`src/rtl/hz_pkg.sv`:
```
package hz_pkg;
   // Which rule asserted the hold (used for naming only)
   typedef enum logic [1:0] {
      HZ_NONE      = 2'd0,
      HZ_LOAD_USE  = 2'd1,
      HZ_BR_DX     = 2'd2,
      HZ_BR_XM     = 2'd3
   } hz_cause_e;

   // Per-stage producer description
   typedef struct packed {
      logic is_load;
      logic writes_reg;
   } hz_prod_t;
endpackage

```
`src/rtl/hz_reg_hit.sv`:
```
module hz_reg_hit #(
   parameter int REG_ADDR_W     = 5,
   parameter bit ZERO_REG_FIXED = 1'b1
) (
   input  logic [REG_ADDR_W-1:0] dest,
   input  logic [REG_ADDR_W-1:0] src_a,
   input  logic [REG_ADDR_W-1:0] src_b,
   output logic                  hit
);
   localparam logic [REG_ADDR_W-1:0] ZERO_IDX = '0;

   logic match_any;
   assign match_any = (dest == src_a) || (dest == src_b);

   generate
      if (ZERO_REG_FIXED) begin : g_zero_fixed
         // register 0 is constant, writes to it are never real producers
         assign hit = match_any && (dest != ZERO_IDX);
      end else begin : g_zero_plain
         assign hit = match_any;
      end
   endgenerate
endmodule

```
`src/rtl/hz_load_use.sv`:
```
module hz_load_use (
   input  hz_pkg::hz_prod_t dx_prod,
   input  logic             dx_hit,
   output logic             stall
);
   // a load result reaches execute only after its memory cycle
   assign stall = dx_prod.is_load && dx_hit;
endmodule

```
`src/rtl/hz_branch_stall.sv`:
```
module hz_branch_stall #(
   parameter bit EARLY_BRANCH = 1'b1
) (
   input  logic             is_branch,
   input  hz_pkg::hz_prod_t dx_prod,
   input  logic             dx_hit,
   input  hz_pkg::hz_prod_t xm_prod,
   input  logic             xm_hit,
   output logic             stall_dx,
   output logic             stall_xm
);
   generate
      if (EARLY_BRANCH) begin : g_early
         // ALU result still in execute: needed by the compare one cycle early
         assign stall_dx = is_branch && dx_prod.writes_reg && !dx_prod.is_load && dx_hit;
         // load data still in memory access: not available to decode yet
         assign stall_xm = is_branch && xm_prod.is_load && xm_hit;
      end else begin : g_late
         assign stall_dx = 1'b0;
         assign stall_xm = 1'b0;
      end
   endgenerate
endmodule

```
`src/rtl/decode_stall_unit.sv`:
```
module decode_stall_unit #(
   parameter int REG_ADDR_W     = 5,
   parameter bit ZERO_REG_FIXED = 1'b1,
   parameter bit EARLY_BRANCH   = 1'b1
) (
   input  logic [REG_ADDR_W-1:0] id_src_a,
   input  logic [REG_ADDR_W-1:0] id_src_b,
   input  logic                  id_is_branch,
   input  logic                  dx_is_load,
   input  logic                  dx_writes_reg,
   input  logic [REG_ADDR_W-1:0] dx_dest,
   input  logic                  xm_is_load,
   input  logic                  xm_writes_reg,
   input  logic [REG_ADDR_W-1:0] xm_dest,
   output logic                  pc_write,
   output logic                  ifid_write,
   output logic                  dx_bubble
);
   import hz_pkg::*;

   localparam int MIN_W   = 2;
   localparam int MAX_W   = 8;
   localparam int N_STAGE = 2;

   generate
      if (REG_ADDR_W < MIN_W || REG_ADDR_W > MAX_W) begin : g_bad_width
         $error("decode_stall_unit: REG_ADDR_W out of supported range");
      end
   endgenerate

   hz_prod_t                  prod [N_STAGE];
   logic [REG_ADDR_W-1:0]     dest [N_STAGE];
   logic [N_STAGE-1:0]        hit;

   assign prod[0] = '{is_load: dx_is_load, writes_reg: dx_writes_reg};
   assign prod[1] = '{is_load: xm_is_load, writes_reg: xm_writes_reg};
   assign dest[0] = dx_dest;
   assign dest[1] = xm_dest;

   for (genvar s = 0; s < N_STAGE; s++) begin : g_stage
      hz_reg_hit #(
         .REG_ADDR_W    (REG_ADDR_W),
         .ZERO_REG_FIXED(ZERO_REG_FIXED)
      ) u_hit (
         .dest (dest[s]),
         .src_a(id_src_a),
         .src_b(id_src_b),
         .hit  (hit[s])
      );
   end

   logic lu_stall, br_dx_stall, br_xm_stall;

   hz_load_use u_lu (
      .dx_prod(prod[0]),
      .dx_hit (hit[0]),
      .stall  (lu_stall)
   );

   hz_branch_stall #(.EARLY_BRANCH(EARLY_BRANCH)) u_br (
      .is_branch(id_is_branch),
      .dx_prod  (prod[0]),
      .dx_hit   (hit[0]),
      .xm_prod  (prod[1]),
      .xm_hit   (hit[1]),
      .stall_dx (br_dx_stall),
      .stall_xm (br_xm_stall)
   );

   hz_cause_e cause;
   always_comb begin
      if (lu_stall)         cause = HZ_LOAD_USE;
      else if (br_dx_stall) cause = HZ_BR_DX;
      else if (br_xm_stall) cause = HZ_BR_XM;
      else                  cause = HZ_NONE;
   end

   logic hold;
   assign hold       = (cause != HZ_NONE);
   assign pc_write   = !hold;
   assign ifid_write = !hold;
   assign dx_bubble  = hold;
endmodule

```
`config.mk`:
```
export PLATFORM = sky130hd
export DESIGN_NAME = decode_stall_unit
export DESIGN_NICKNAME = d
export VERILOG_FILES = /design/src/rtl/hz_pkg.sv /design/src/rtl/hz_reg_hit.sv /design/src/rtl/hz_load_use.sv /design/src/rtl/hz_branch_stall.sv /design/src/rtl/decode_stall_unit.sv
export SDC_FILE = /design/constraint.sdc
export NUM_CORES = 1
export LEC_CHECK = 0
export BUFFER_PORTS_ARGS = -buffer_cell sky130_fd_sc_hd__buf_2
export CORE_AREA = 5 5 42 44
export DETAILED_ROUTE_END_ITERATION = 8
export DIE_AREA = 0 0 47 49
export SYNTH_ARGS = -nofsm -noshare
export SYNTH_HDL_FRONTEND = slang
export SYNTH_HIERARCHICAL = 1
export SYNTH_SLANG_ARGS = --single-unit
```
`constraint.sdc`:
```
create_clock -name vclk -period 1.8
set_input_delay 0.27 -clock vclk [all_inputs]
set_output_delay 0.27 -clock vclk [all_outputs]
set_load 0.05 [all_outputs]
```
==> flow_summary.yaml <==
status:
  run_status: "finished with violations"
  failed_checks: "negative setup slack"
drt:
  vias_after_detailed_routing: 394
  avgViaCountPerCell: 4.33
  initialDrtViolationCount: 0
  drt-wirelength-per-cell_um: 10.6
  detail_route.first_pass.iterations: 1
  totalWireLength_um: 966
  final_antenna_net_count: 0
  remaining_drc_errors: 0
finish:
  area.sequential_sq_um: 0
  finalCoreUtilization_pct: 38.9
  num-nets-final: 102
  layout-drive-gt1-share_pct: 53.3
  layout.clock_buffers: 0
  nFlopsAndLatches: 0
  n_antenna_cell: 0
  flow.area_growth_from_synthesis_pct: 88.7
  finish.cell_count_without_fillers: 91
flow_run:
  max_cap_viol_count: 0
pwr:
  report.power.total_mw: 0.132
  total_leakage_power_nw: 0.267
  power_density_mw_per_mm2: 243
  worst_ir_drop_vdd_mv: 0.0800
logic_synthesis:
  synth_fp_nets: 65
  synth.largest_area_cell: "sky130_fd_sc_hd__xor2_1"
  synth.area.top_cells: "sky130_fd_sc_hd__xor2_1 36%, sky130_fd_sc_hd__xnor2_1 24%, sky130_fd_sc_hd__nor3_1 8.7%"
  synth_sequential_area_ratio_pct: 0
  synth.cell_area_sq_um: 289
  synth_cell_types: 12
  syn_avg_cell_area_sq_um: 7.23
  yosys_warnings: 6
  synthMostInstantiatedCell: "sky130_fd_sc_hd__xor2_1"
  post-synth-top-area-fraction_pct: 36.4
  netlist_instances: 40
  ys_top_cells_by_count: "12 x sky130_fd_sc_hd__xor2_1, 8 x sky130_fd_sc_hd__xnor2_1, 5 x sky130_fd_sc_hd__nor3_1"
grt:
  initial_antenna_violation_count: 0
  globalRouteOverflowTotal: 0
  grt_start_max_net_pins: 4
  gr_util_all_layers_pct: 8.21
  grt_first_pass_wirelength_um: 1520
  via_count_of_the_first_global_routing_pass: 402
critical_path:
  cp_endpoint_kind: "output pin"
  cp.buffers_inverters: 2
  crit_path_max_incr_delay_ps: 510
  cp-startpoint: "dx_dest[2]"
  critPathSlowestCell: "sky130_fd_sc_hd__or4_1"
  cp_data_arrival_time_ps: 1750
  critical_path.startpoint_type: "input pin"
  crit_chain: "buf_6 -> or4_1 -> nor2_1 -> a21oi_1 -> and4b_1 -> or3_4 -> buf_6"
  timing.critical_path.fanout_max: 2
  path_delay_family: "simple AND/OR/NAND/NOR gates"
  crit_top_cell: "sky130_fd_sc_hd__buf_6"
  critical_path_cell_count: 7
  cp_data_required_time_ps: 1530
  timing.setup.critical_path_class: "in -> out"
sta:
  finalWorstPathRequiredPeriod_ps: 2020
  slew_at_the_pin_closest_to_its_max_slew_limit_ps: 195
  setup_viol_count_final: 3
  slew_hr_pct: 86.9
  count_of_pins_over_their_slew_limit: 0
  setup_repair_after_global_routing_missed_its_margin: "yes"
  timing.final.ws_setup_ps: -216
  post_route_clock_period_utilization_pct: 112
  finalHoldViolCount: 0
  timing.setup.tns_ps: -562
  fmaxAchievable_mhz: 496
clock_network:
  cts_setup_buffers: 0
  cts-hold-fix-buffers: 0
floorplan:
  placement_rows: 14
  die_w_um: 47
  ports_placed_on_the_boundary: 28
  placeableCoreArea_sq_mm: 0.00140
  floorplan.initialDensity_pct: 20.6
  die_area_sq_mm: 0.00230
  dieHeight_um: 49
place:
  placement.setup.worst_slack_ps: -258
  portBuffers: 27
  post-dp-hpwl_um: 888
  routabilityCongestion: 0.815
  placed_cells: 91
min_path:
  min_delay_path_depth: 4
  min_from: "dx_is_load"
  min-delay-path-class: "in -> out"
[final timing paths]
path | endpoint | slack (ps)
max | dx_bubble | -220
min | pc_write | 1000
[cell families after synthesis]
family,Yosys count,share of synthesized area (%)
AOI/OAI and AO/OA,2,3.46
xor gates and xnor gates,20,60.6
buffers and inverters,1,2.60
and+or+nand+nor,17,33.3
[final cells by class]
type               count  area, sq um
fillers              159          856
multi-input cells     39          305
repair buffers        36          220
well taps             16         20.0
[routing by layer]
layer	track usage, %	wire, um	vias to the layer above
met5	0	0	-
met4	0	0	0
met3	0.369	44	0
met2	15.6	533	9
met1	10.2	388	174
li1	-	-	211
[stage by stage]
| stage | hold slack (ps) | cell area [sq um] |
|---|---|---|
| floorplan | 758 | 307 |
| CTS | 990 | 536 |
| global route | 1010 | 546 |
| detailed placement | 1010 | 518 |
| finish | 998 | 546 |
| global placement | 1000 | 518 |
[power breakdown]
group / leakage (nW) / internal [mW] / switching, mW / total [mW]
Clock: 0 / 0 / 0 / 0
Combinational: 0.267 / 0.0696 / 0.0627 / 0.132
Sequential: 0 / 0 / 0 / 0
Total: 0.267 / 0.0696 / 0.0627 / 0.132
[cell usage in the layout, fill, tap and decap left out]
cell / synthesis / final
sky130_fd_sc_hd__nand3_1: 4 / 4
sky130_fd_sc_hd__a21oi_1: 2 / 2
sky130_fd_sc_hd__xnor2_1: 8 / 8
sky130_fd_sc_hd__buf_6: 0 / 2
sky130_fd_sc_hd__nor3_1: 5 / 3
sky130_fd_sc_hd__and3_1: 1 / 1
sky130_fd_sc_hd__or4_1: 2 / 2
sky130_fd_sc_hd__or3_4: 0 / 1
sky130_fd_sc_hd__nor2_1: 2 / 2
sky130_fd_sc_hd__nor3_4: 0 / 1
sky130_fd_sc_hd__buf_2: 0 / 23
sky130_fd_sc_hd__and4b_1: 1 / 1
sky130_fd_sc_hd__nor3_2: 0 / 1
sky130_fd_sc_hd__xor2_1: 12 / 12
sky130_fd_sc_hd__and2_4: 0 / 1
sky130_fd_sc_hd__buf_4: 1 / 11
[repair_timing]
action	CTS	global route
setup endpoints to repair	3	3
pin swaps	1	0
gates resized for setup	5	2
No activity file was read; power rests on OpenSTA's default activity.
